### src/rtl/wbcs_pkg.sv
package wbcs_pkg;

    localparam int CTRL_W     = 32;
    localparam int BIT_GO     = 0;
    localparam int BIT_BUSY   = 1;
    localparam int BIT_IRQEN  = 2;
    localparam int BIT_ABORT  = 14;
    localparam int BIT_REARM  = 15;
    localparam int BIT_PWRDN  = 21;

    localparam logic [7:0] ID_PILOT = 8'h54;
    localparam logic [1:0] ID_REV   = 2'b01;

    typedef enum logic [1:0] {
        ST_IDLE  = 2'd0,
        ST_RUN   = 2'd1,
        ST_DRAIN = 2'd2
    } frame_st_e;

    typedef struct packed {
        logic irq_en;
        logic rearm;
        logic pwrdn;
    } ctrl_cfg_t;

    typedef struct packed {
        logic go;
        logic abort;
        logic ack;
    } ctrl_cmd_t;

    function automatic logic [CTRL_W-1:0] pack_status(ctrl_cfg_t cfg, logic busy);
        logic [CTRL_W-1:0] w;
        w = '0;
        w[31:24]    = ID_PILOT;
        w[23:22]    = ID_REV;
        w[BIT_PWRDN] = cfg.pwrdn;
        w[BIT_REARM] = cfg.rearm;
        w[BIT_IRQEN] = cfg.irq_en;
        w[BIT_BUSY]  = busy;
        return w;
    endfunction

endpackage

### src/rtl/wbcs_ctrl_regs.sv
module wbcs_ctrl_regs
    import wbcs_pkg::*;
#(
    parameter int                ADDR_W      = 8,
    parameter logic [ADDR_W-1:0] CTRL_OFFSET = 'h0c
) (
    input  logic              clk,
    input  logic              rst,
    input  logic [ADDR_W-1:0] addr,
    input  logic              wr,
    input  logic [CTRL_W-1:0] wdata,
    input  logic              busy_i,
    output ctrl_cfg_t         cfg_o,
    output ctrl_cmd_t         cmd_o,
    output logic [CTRL_W-1:0] rdata_o
);

    logic sel;
    logic hit;
    logic unused_bits;

    assign sel = (addr == CTRL_OFFSET);
    assign hit = wr && sel;
    assign unused_bits = ^{wdata[31:22], wdata[20:16], wdata[13:3], wdata[BIT_BUSY]};

    always_ff @(posedge clk) begin
        if (rst) begin
            cfg_o <= '0;
        end else if (hit) begin
            cfg_o.irq_en <= wdata[BIT_IRQEN];
            cfg_o.rearm  <= wdata[BIT_REARM];
            cfg_o.pwrdn  <= wdata[BIT_PWRDN];
        end
    end

    // a go that arrives together with a power-down request is dropped here
    always_comb begin
        cmd_o.go    = hit && wdata[BIT_GO] && !wdata[BIT_PWRDN];
        cmd_o.abort = hit && wdata[BIT_ABORT];
        cmd_o.ack   = hit && !wdata[BIT_IRQEN];
    end

    assign rdata_o = sel ? pack_status(cfg_o, busy_i) : '0;

    // the stored power-down bit tracks the previous accepted write
    a_r6_pwrdn_follows: assert property (@(posedge clk) disable iff (rst)
        hit |=> (cfg_o.pwrdn == $past(wdata[BIT_PWRDN])));

    // a write elsewhere leaves the stored bits alone
    a_r13_other_addr: assert property (@(posedge clk) disable iff (rst)
        (wr && !sel) |=> $stable(cfg_o));

endmodule

### src/rtl/wbcs_frame_fsm.sv
module wbcs_frame_fsm
    import wbcs_pkg::*;
#(
    parameter int DRAIN_CYCLES = 8
) (
    input  logic clk,
    input  logic rst,
    input  logic go_i,
    input  logic abort_i,
    input  logic frame_done_i,
    input  logic rearm_i,
    output logic busy_o,
    output logic accept_o,
    output logic finish_o,
    output logic start_o,
    output logic abort_o,
    output logic wen_o,
    output logic restart_o
);

    localparam int CNT_W = $clog2(DRAIN_CYCLES + 1);

    frame_st_e        st;
    logic [CNT_W-1:0] drain_cnt;
    logic [CNT_W-1:0] drain_age;

    assign busy_o   = (st != ST_IDLE);
    assign wen_o    = (st == ST_RUN);
    assign accept_o = (st == ST_IDLE) && go_i;
    assign finish_o = ((st == ST_RUN) && frame_done_i) ||
                      ((st == ST_DRAIN) && (frame_done_i || drain_cnt == '0));

    always_ff @(posedge clk) begin
        if (rst) begin
            st        <= ST_IDLE;
            drain_cnt <= '0;
            start_o   <= 1'b0;
            abort_o   <= 1'b0;
            restart_o <= 1'b0;
        end else begin
            start_o   <= 1'b0;
            abort_o   <= 1'b0;
            restart_o <= 1'b0;
            case (st)
                ST_IDLE: begin
                    if (go_i) begin
                        st      <= ST_RUN;
                        start_o <= 1'b1;
                    end
                end
                ST_RUN: begin
                    if (frame_done_i) begin
                        st        <= ST_IDLE;
                        restart_o <= rearm_i;
                    end else if (abort_i) begin
                        st        <= ST_DRAIN;
                        abort_o   <= 1'b1;
                        drain_cnt <= CNT_W'(DRAIN_CYCLES - 1);
                    end
                end
                ST_DRAIN: begin
                    if (frame_done_i || drain_cnt == '0) begin
                        st <= ST_IDLE;
                    end else begin
                        drain_cnt <= drain_cnt - 1'b1;
                    end
                end
                default: st <= ST_IDLE;
            endcase
        end
    end

    // checker-side age of the current drain, independent of drain_cnt
    always_ff @(posedge clk) begin
        if (rst) begin
            drain_age <= '0;
        end else if (st == ST_DRAIN) begin
            drain_age <= drain_age + 1'b1;
        end else begin
            drain_age <= '0;
        end
    end

    // a start strobe is always seen together with busy
    a_r3_start_busy: assert property (@(posedge clk) disable iff (rst)
        start_o |-> (busy_o && wen_o));

    // frame-done while running returns to idle next cycle
    a_r4_done_idle: assert property (@(posedge clk) disable iff (rst)
        (wen_o && frame_done_i) |=> !busy_o);

    // no start strobe while a frame was already in progress
    a_r5_no_restart_busy: assert property (@(posedge clk) disable iff (rst)
        (busy_o && go_i) |=> !start_o);

    // bus writes are blocked the moment abort is reported
    a_r7_abort_halts: assert property (@(posedge clk) disable iff (rst)
        abort_o |-> (busy_o && !wen_o));

    // drain never outlives its bound
    a_r7_drain_bound: assert property (@(posedge clk) disable iff (rst)
        (st == ST_DRAIN) |-> (drain_age < CNT_W'(DRAIN_CYCLES)));

    // re-arm pulse only after a frame that ended normally
    a_r12_rearm_after_run: assert property (@(posedge clk) disable iff (rst)
        restart_o |-> ($past(wen_o) && !busy_o));

endmodule

### src/rtl/wbcs_irq.sv
module wbcs_irq (
    input  logic clk,
    input  logic rst,
    input  logic finish_i,
    input  logic accept_i,
    input  logic ack_i,
    input  logic irq_en_i,
    input  logic busy_i,
    output logic irq_o
);

    logic pend;

    always_ff @(posedge clk) begin
        if (rst) begin
            pend <= 1'b0;
        end else if (ack_i || accept_i) begin
            pend <= 1'b0;
        end else if (finish_i && irq_en_i) begin
            pend <= 1'b1;
        end
    end

    assign irq_o = pend && irq_en_i;

    // the interrupt only appears while the engine is idle
    a_r9_irq_idle: assert property (@(posedge clk) disable iff (rst)
        irq_o |-> !busy_i);

    // it holds until acknowledged
    a_r9_irq_hold: assert property (@(posedge clk) disable iff (rst)
        (irq_o && !ack_i && !accept_i) |=> irq_o);

    // a frame ending with the enable clear leaves it low
    a_r11_no_irq_disabled: assert property (@(posedge clk) disable iff (rst)
        (finish_i && !irq_en_i && !irq_o) |=> !irq_o);

endmodule

### src/rtl/wbcs_top.sv
module wbcs_top
    import wbcs_pkg::*;
#(
    parameter int ADDR_W       = 8,
    parameter int DRAIN_CYCLES = 8
) (
    input  logic              clk,
    input  logic              rst,
    input  logic [ADDR_W-1:0] reg_addr,
    input  logic              reg_wr,
    input  logic [CTRL_W-1:0] reg_wdata,
    output logic [CTRL_W-1:0] reg_rdata,
    input  logic              frame_done_i,
    output logic              frame_start_o,
    output logic              frame_abort_o,
    output logic              bus_write_en_o,
    output logic              rearm_start_o,
    output logic              mem_pwrdn_o,
    output logic              irq_o
);

    ctrl_cfg_t cfg;
    ctrl_cmd_t cmd;
    logic      busy;
    logic      accept;
    logic      finish;

    wbcs_ctrl_regs #(
        .ADDR_W      (ADDR_W),
        .CTRL_OFFSET (ADDR_W'('h0c))
    ) regs_i (
        .clk     (clk),
        .rst     (rst),
        .addr    (reg_addr),
        .wr      (reg_wr),
        .wdata   (reg_wdata),
        .busy_i  (busy),
        .cfg_o   (cfg),
        .cmd_o   (cmd),
        .rdata_o (reg_rdata)
    );

    wbcs_frame_fsm #(
        .DRAIN_CYCLES (DRAIN_CYCLES)
    ) fsm_i (
        .clk          (clk),
        .rst          (rst),
        .go_i         (cmd.go),
        .abort_i      (cmd.abort),
        .frame_done_i (frame_done_i),
        .rearm_i      (cfg.rearm),
        .busy_o       (busy),
        .accept_o     (accept),
        .finish_o     (finish),
        .start_o      (frame_start_o),
        .abort_o      (frame_abort_o),
        .wen_o        (bus_write_en_o),
        .restart_o    (rearm_start_o)
    );

    wbcs_irq irq_i (
        .clk      (clk),
        .rst      (rst),
        .finish_i (finish),
        .accept_i (accept),
        .ack_i    (cmd.ack),
        .irq_en_i (cfg.irq_en),
        .busy_i   (busy),
        .irq_o    (irq_o)
    );

    assign mem_pwrdn_o = cfg.pwrdn;

endmodule

### config.mk
export PLATFORM = sky130hd
export DESIGN_NAME = wbcs_top
export DESIGN_NICKNAME = d
export VERILOG_FILES = /design/src/rtl/wbcs_pkg.sv /design/src/rtl/wbcs_ctrl_regs.sv /design/src/rtl/wbcs_frame_fsm.sv /design/src/rtl/wbcs_irq.sv /design/src/rtl/wbcs_top.sv
export SDC_FILE = /design/constraint.sdc
export NUM_CORES = 1
export LEC_CHECK = 0
export ABC_CLOCK_PERIOD_IN_PS = 2700
export BUFFER_PORTS_ARGS = -buffer_cell sky130_fd_sc_hd__buf_2
export CORE_MARGIN = 5
export CORE_UTILIZATION = 41
export CTS_BUF_LIST = sky130_fd_sc_hd__clkbuf_8
export DETAILED_ROUTE_END_ITERATION = 8
export GPL_ROUTABILITY_DRIVEN = 1
export GPL_TIMING_DRIVEN = 0
export PLACE_DENSITY_LB_ADDON = 0.08
export SLEW_MARGIN = 20
export SYNTH_ARGS = -nofsm -noshare
export SYNTH_HDL_FRONTEND = slang
export SYNTH_SLANG_ARGS = --single-unit
### constraint.sdc
create_clock -name clk -period 2.7 [get_ports clk]
set_input_delay 0.54 -clock clk [delete_from_list [all_inputs] [get_ports clk]]
set_output_delay 0.54 -clock clk [all_outputs]
set_load 0.01 [all_outputs]
==> flow_summary.ini, run 1 <==
[global_route]
grt_overflow = 0
grt_max_degree = 11
grt_pass1_vias = 754
grt_antenna_before_repair = 0
grt_pass1_wl_mm = 3.28
grt_usage_pct = 13.0

[synthesis]
synth_compound_area_share_pct = 14.2
syn_area_um2 = 883
ys_ff_latch = 13
ys_async_sr_fraction_pct = 0
synth_top_family_by_area = buffers and inverters
ys.flop_type = dfxtp_1
yosysWarnings = 0
ys_seq_area_share_pct = 29.5
synthAdderAreaFrac_pct = 1.42
synth.distinct_cells = 36
synth_area_leader_cell = dfxtp_1
synth_common_cells = buf_4 (28), dfxtp_1 (13), a21oi_1 (6), inv_1 (6), nor2_1 (6)
syn_area_per_cell_um2 = 8.33
synth_mux_area_share_pct = 1.13
syn_inst = 106
netlist.area_leader.share_pct = 29.5
synth_edf_count = 0
synthSimpleGateAreaFrac_pct = 25.4
synth_most_common_cell = buf_4
synth_area_leaders = dfxtp_1 (29%), buf_4 (24%), a21oi_1 (3.4%), and2_1 (2.8%), inv_1 (2.5%)
synth_xor_xnor_area_share_pct = 0

[floorplan]
start_util_pct = 44.1
fp-row-count = 16
die_area_mm2 = 0.00318
io_pins = 82
core-area_mm2 = 0.00200
die_x_um = 56.4
chipHeight_um = 56.4

[clock_network]
clockBufferDepth = 2
cts_tree = yes
cts_made_buffers = 3
clkLatencyLatePin_ns = 0.24
cts_root_buffer = clkbuf_8
cts_resized = 0
cts_hold_buf = 0
htree_num_levels = 1
cts.sinks = 13
post_cts_buffers = 0
clk_pin_slew_ns = 0.05

[worst_setup_path]
required_ns = 2.16
startpoint_type = input port
crit_path_end_kind = output pin
path_class = input port to output pin
path_max_fanout = 10
arrival_ns = 1.95

[routing]
via_per_inst = 4.34
ant_nets = 0
drt_iter0_drc = 13
first_pass_iters = 4
dr_total_vias = 824
routedWlPerCell_um = 10.5
drc = 0
routed_wl_mm = 2.00

[finish]
multiInputGateArea_um2 = 462
n_fill_cell = 205
drive_gt1_share_pct = 41.7
nets = 209
area_growth_pct = 35.7
antenna_cells_inserted = 0
register_area_um2 = 260

[sta]
final_hold_viol_count = 0
whs_ns = 0.456
relSlewSlack_pct = 60.5
tightest_slew_ns = 0.589
fin_crit_sh_pct = 92.3
finalMaxSlewViolations = 0
setup_ws_ns = 0.209
setup_viol = 0
fin_worst_skew_ns = 0.00388
rsz0062_at_grt = false
tns_ns = 0
period_needed_ns = 2.49
max_freq_ghz = 0.401

[power]
leakage_nw = 0.629
p_per_area_mw_per_mm2 = 358
peakVddDrop_mv = 0.281

[placed_design]
gp_congestion = 0.756
place_ws_ns = 0.186
dp_hpwl_mm = 1.68
port_buffers = 30

[status]
status = complete, no violations

[flow_run]
drv_cap = 0

[min_path]
hold_class = register to register
## final timing paths
kind	startpoint	to	slack [ns]	depth (start not counted)
max	reg_addr[5]	reg_rdata[2]	0.21	5
max reg2reg	fsm_i.drain_cnt[0]$_SDFFE_PP0P_	fsm_i.drain_cnt[2]$_SDFFE_PP0P_	0.82	6
min reg2reg	irq_i.pend$_SDFFE_PP0P_	irq_i.pend$_SDFFE_PP0P_	0.46	2
min	irq_i.pend$_SDFFE_PP0P_	irq_i.pend$_SDFFE_PP0P_	0.46	2
## worst max-delay path, stage by stage
cell and delay, ns:
buf_2 0.09, or4_4 0.54, nor2_1 0.45, and2_1 0.20, buf_2 0.13
## sequential cells by signal, summed over array words and instances (netlist names)
name and flops:
fsm_i.drain_cnt 4, regs_i.cfg_o 3, fsm_i.st 2, fsm_i.abort_o 1
fsm_i.restart_o 1, fsm_i.start_o 1, irq_i.pend 1
## area by class of cell
class / instances / area share [%]
plain buffers: 30 / 18.8
inverters: 6 / 1.88
clock inverters: 1 / 0.313
well taps: 27 / 2.82
multi-input cells: 80 / 38.5
clock buffers: 3 / 3.44
flip-flops and latches: 13 / 21.7
repair buffers: 30 / 12.5
## per-layer routing
layer | vias to the layer above | part of all wire [%] | GRT usage [%]
met2 | 39 | 50 | 22.5
met4 | 0 | 0.95 | 5.08
met3 | 3 | 9.4 | 4.13
met5 | - | 0 | 0
li1 | 426 | - | -
met1 | 356 | 40 | 14.6
## metrics by stage
step | util, % | power [mW] | cell area [um^2] | instances
5_1_grt | 59.9 | 0.447 | 1200 | 190
3_3_place_gp | 57.6 | 0.260 | 1150 | 186
3_5_place_dp | 57.6 | 0.261 | 1150 | 186
4_1_cts | 59.9 | 0.430 | 1200 | 190
2_1_floorplan | - | 0.244 | 970 | 129
6_report | 59.9 | 0.429 | 1200 | 190
## power breakdown
part	internal [mW]	leakage, nW	switching [mW]	total (mW)
logic	0.0346	0.498	0.0322	0.0668
registers	0.192	0.105	0.0000510	0.192
clock network	0.100	0.0269	0.0699	0.170
## kinds of logic after synthesis
| group | count (synthesis) |
|---|---|
| muxes | 1 |
| AOI/OAI and AO/OA | 17 |
| buffers and inverters | 36 |
| and+or+nand+nor | 37 |
| DFF | 13 |
| other | 1 |
| adders and majority gates | 1 |
## placed cells by master (no fill, tap or decap), drive strengths merged, types with 2 or more instances in the layout
cell type / synthesis / final
and3b: 2 / 2
nor2: 6 / 6
buf: 29 / 59
nand2: 4 / 4
a21oi: 6 / 6
dfxtp: 13 / 13
and2: 4 / 4
nor3: 3 / 3
nand3: 3 / 3
clkbuf: 1 / 4
conb: 1 / 24
nand2b: 3 / 3
nor3b: 2 / 2
nor2b: 2 / 2
a211oi: 2 / 2
inv: 6 / 7
o31ai: 2 / 2
(Power assumes the default switching activity.)
==> inputs of run 2 (changes only) <==
Settings changed: CORE_ASPECT_RATIO set to 1.2.
==> run 2 against run 1 <==
  * Design area is 0.31% higher
  * Total power down 1.7%
  * Combinational power fell by 0.7%
  * Count of clock-buffer cells in the layout unchanged
  * Largest cell class unchanged
  * Worst setup slack worse by 0.016 ns
  * Sequential power about the same
  * Non-clock buffer count unchanged
==> flow_summary.ini, run 2 (same netlist as run 1, synthesis figures left out) <==
[routing]
first_pass_iters = 4
ant_nets = 0
routedWlPerCell_um = 9.91
via_per_inst = 4.10
drt_iter0_drc = 4
routed_wl_mm = 1.91
dr_total_vias = 792
drc = 0

[global_route]
grt_pass1_wl_mm = 3.09
grt_use_met2_pct = 21.5
grt_overflow = 0
grt_use_met3_pct = 3.93
grt_usage_pct = 12.7
grt_antenna_before_repair = 0
busiest_layer = met2
grt_max_degree = 11
grt_pass1_vias = 744
grt_util_met1_pct = 15.3

[placed_design]
dp_hpwl_mm = 1.56
gp_congestion = 0.792
place_area_mm2 = 0.00116
port_buffers = 30

[status]
status = complete, no violations

[clock_network]
clk_pin_slew_ns = 0.05
clkLatencyLatePin_ns = 0.24
clockBufferDepth = 2
htree_num_levels = 1
cts_tree = yes
cts_made_buffers = 3
cts_root_buffer = clkbuf_8
post_cts_buffers = 0
cts_resized = 0
cts_hold_buf = 0
cts.sinks = 13

[sta]
setup_viol = 0
tns_ns = 0
fin_crit_sh_pct = 92.8
relSlewSlack_pct = 62.6
max_freq_ghz = 0.399
finalMaxSlewViolations = 0
period_needed_ns = 2.51
fin_worst_skew_ns = 0.000640
rsz0062_at_grt = false
whs_ns = 0.456
tightest_slew_ns = 0.558
final_hold_viol_count = 0

[worst_setup_path]
startpoint_type = input port
arrival_ns = 1.97
path_class = input port to output pin
path_cells = buf_2, or4_4, nor2_1, and2_1, buf_2
crit_path_end_kind = output pin
required_ns = 2.16
crit_top_cell = buf_2
critPathSlowestCell = or4_4
path_max_fanout = 10
cpPeakStageDelay_ns = 0.55

[finish]
final_cell_mix = buf_2 (30), buf_4 (28), conb_1 (24), dfxtp_1 (13), inv_1 (7)
drive_gt1_share_pct = 41.7
area_growth_pct = 36.1
reg_top3 = fsm_i.drain_cnt: 4 flops, regs_i.cfg_o: 3 flops, fsm_i.st: 2 flops
largest_register_ffs = 4
final_common_cell = buf_2
antenna_cells_inserted = 0
nets = 209
final_area_mm2 = 0.00120
top_register = fsm_i.drain_cnt

[floorplan]
chipHeight_um = 60.8
start_util_pct = 43.1
core-area_mm2 = 0.00205
die_area_mm2 = 0.00319
io_pins = 82
fp-row-count = 18
die_x_um = 52.4

[power]
leakage_nw = 0.629
peakVddDrop_mv = 0.276
finalPower_mw = 0.422
p_per_area_mw_per_mm2 = 351

[flow_run]
drv_cap = 0

[min_path]
hold_class = register to register
run 2: cell counts in the layout (fill, tap and decap cells not counted):
No cell type changed its count.
run 2: critical path, delay by kind of cell:
family | cells | cell delay, ns
buffers and inverters | 2 | 0.21
and+or+nand+nor | 3 | 1.21
run 2: worst paths after layout:
check	startpoint	endpoint	slack, ns	cells past startpoint
worst min register to register	irq_i.pend$_SDFFE_PP0P_	irq_i.pend$_SDFFE_PP0P_	0.46	2
worst max-delay path	reg_addr[5]	reg_rdata[21]	0.19	5
worst min-delay path	irq_i.pend$_SDFFE_PP0P_	irq_i.pend$_SDFFE_PP0P_	0.46	2
worst max register to register	fsm_i.drain_cnt[0]$_SDFFE_PP0P_	fsm_i.drain_cnt[2]$_SDFFE_PP0P_	0.88	6
run 2: area by class of cell:
type | count | area, um^2
Clock inverter | 1 | 3.75
Sequential cell | 13 | 260
Clock buffer | 3 | 41.3
Multi-Input combinational cell | 80 | 462
Timing Repair Buffer | 30 | 150
Tap cell | 30 | 37.5
Inverter | 6 | 22.5
Fill cell | 190 | 847
Buffer | 30 | 225
run 2: through the flow:
step	instances	setup slack, ns	utilization (%)
3_3_place_gp	189	0.209	56.5
4_1_cts	193	0.176	58.7
6_report	193	0.193	58.7
2_1_floorplan	129	0.510	-
5_1_grt	193	0.0596	58.7
3_5_place_dp	189	0.184	56.5
run 2: power breakdown:
group / switching (mW) / internal [mW] / leakage [nW] / total (mW)
Sequential: 0.0000553 / 0.192 / 0.105 / 0.192
Clock: 0.0635 / 0.100 / 0.0269 / 0.163
Combinational: 0.0318 / 0.0345 / 0.498 / 0.0663
run 2: layer usage:
metal	up-vias	wire (um)
met5	-	0
met4	0	0
met3	0	120
met2	19	1000
met1	346	788
li1	427	-
==> inputs of run 3 (changes only) <==
Settings changed: CELL_PAD_IN_SITES_DETAIL_PLACEMENT set to 0, CELL_PAD_IN_SITES_GLOBAL_PLACEMENT set to 1, CORE_UTILIZATION 41 to 26.
==> run 3 against run 2 <==
  * Via count is 3.4% higher
  * Final cell count increased by 3.6%
  * Critical path depth unchanged
  * Register-to-register slack got worse by 0.05 ns
  * Utilization shrank 22 points
  * Critical path type unchanged
  * Critical endpoint is now reg_rdata[15]
  * Largest cell class unchanged
==> flow_summary.ini, run 3 (same netlist as run 1, synthesis figures left out) <==
[floorplan]
start_util_pct = 26.7
core-area_mm2 = 0.00331
die_x_um = 63.2
fp-row-count = 23
io_pins = 82
die_area_mm2 = 0.00467
chipHeight_um = 73.9

[clock_network]
cts_made_buffers = 3
cts.sinks = 13
cts_resized = 0
clk_pin_slew_ns = 0.06
cts_root_buffer = clkbuf_8
cts_hold_buf = 0
htree_num_levels = 1
clkLatencyLatePin_ns = 0.24
cts_tree = yes
clockBufferDepth = 2
post_cts_buffers = 0

[global_route]
grt_pass1_wl_mm = 3.66
grt_antenna_before_repair = 0
grt_max_degree = 11
grt_usage_pct = 9.81
grt_overflow = 0
grt_pass1_vias = 799

[sta]
tightest_slew_ns = 0.631
rsz0062_at_grt = false
tns_ns = 0
max_freq_ghz = 0.389
relSlewSlack_pct = 57.7
fin_worst_skew_ns = 0.000762
finalMaxSlewViolations = 0
setup_viol = 0
final_hold_viol_count = 0
fin_crit_sh_pct = 95.2
period_needed_ns = 2.57

[placed_design]
place_area_mm2 = 0.00117
port_buffers = 30
dp_hpwl_mm = 1.83
gp_congestion = 0.634
dpl.cell_count = 196

[power]
leakage_nw = 0.629
p_per_area_mw_per_mm2 = 360
peakVddDrop_mv = 0.215

[finish]
top_register = fsm_i.drain_cnt
n_fill_cell = 366
antenna_cells_inserted = 0
reg_top3 = fsm_i.drain_cnt: 4 flops, regs_i.cfg_o: 3 flops, fsm_i.st: 2 flops
layout.cells.non_filler = 200
area_growth_pct = 37.1
register_area_um2 = 260
final_cell_mix = buf_2 (30), buf_4 (28), conb_1 (24), dfxtp_1 (13), inv_1 (7)
drive_gt1_share_pct = 41.7
multiInputGateArea_um2 = 462
final_common_cell = buf_2
nets = 209
largest_register_ffs = 4
final_area_mm2 = 0.00121

[worst_setup_path]
path_cells = buf_2, or4_4, nor2_1, and2_1, buf_2
arrival_ns = 2.03
cpPeakStageDelay_ns = 0.54
crit_path_end_kind = output pin
setup.worst_path.start = reg_addr[5]
crit_top_cell = buf_2
rr_startpoint = fsm_i.drain_cnt[0]$_SDFFE_PP0P_
path_max_fanout = 10
required_ns = 2.16
path_class = input port to output pin
cp_num_buf_inv = 2
critPathSlowestCell = or4_4
startpoint_type = input port
critPathTopFamily = simple AND/OR/NAND/NOR gates

[routing]
via_per_inst = 4.10
dr_total_vias = 819
routed_wl_mm = 2.22
routedWlPerCell_um = 11.1
first_pass_iters = 4
drt_iter0_drc = 26
drc = 0
ant_nets = 0

[status]
status = complete, no violations

[min_path]
hold_class = register to register
hold_start = irq_i.pend$_SDFFE_PP0P_

[flow_run]
drv_cap = 0
## run 3: cell counts in the layout (fill, tap and decap cells not counted)
No cell type changed its count.
## run 3: final timing paths
kind	to	slack, ns	depth (start not counted)
worst max-delay path	reg_rdata[15]	0.13	5
worst max register to register	fsm_i.drain_cnt[2]$_SDFFE_PP0P_	0.83	6
worst min-delay path	irq_i.pend$_SDFFE_PP0P_	0.45	2
worst min register to register	irq_i.pend$_SDFFE_PP0P_	0.45	2
## run 3: tightest hold or removal path: cells and delay by family (launching register included)
kind	cells	cell delay (ns)
DFF	1	0.31
buffers and inverters	1	0.05
AOI/OAI and AO/OA	1	0.05
## run 3: area by class of cell
| type | count | area share [%] |
|---|---|---|
| Multi-Input combinational cell | 80 | 38.1 |
| Sequential cell | 13 | 21.5 |
| Buffer | 30 | 18.6 |
| Timing Repair Buffer | 30 | 12.4 |
| Tap cell | 37 | 3.82 |
| Clock buffer | 3 | 3.41 |
| Inverter | 6 | 1.86 |
| Clock inverter | 1 | 0.310 |
## run 3: metal layers
layer / vias up / wire [um] / global-route usage [%]
met5: - / 0 / 0
met4: 0 / 31 / 4.16
met3: 5 / 106 / 2.60
met2: 27 / 1160 / 17.4
met1: 364 / 922 / 11.0
li1: 423 / - / -
## run 3: metrics by stage
stage / setup slack [ns] / util, % / hold slack [ns] / total power [mW]
CTS: 0.0726 / 36.6 / 0.456 / 0.438
detailed placement: 0.0832 / 35.2 / 0.443 / 0.261
global placement: 0.115 / 35.2 / 0.444 / 0.261
global route: 0.0209 / 36.6 / 0.465 / 0.455
finish: 0.130 / 36.6 / 0.454 / 0.436
floorplan: 0.510 / - / 0.427 / 0.244
## run 3: power by group
| part | switching (mW) | total, mW | internal, mW |
|---|---|---|---|
| Sequential | 0.0000546 | 0.192 | 0.192 |
| Combinational | 0.0319 | 0.0664 | 0.0345 |
| Clock | 0.0770 | 0.178 | 0.101 |
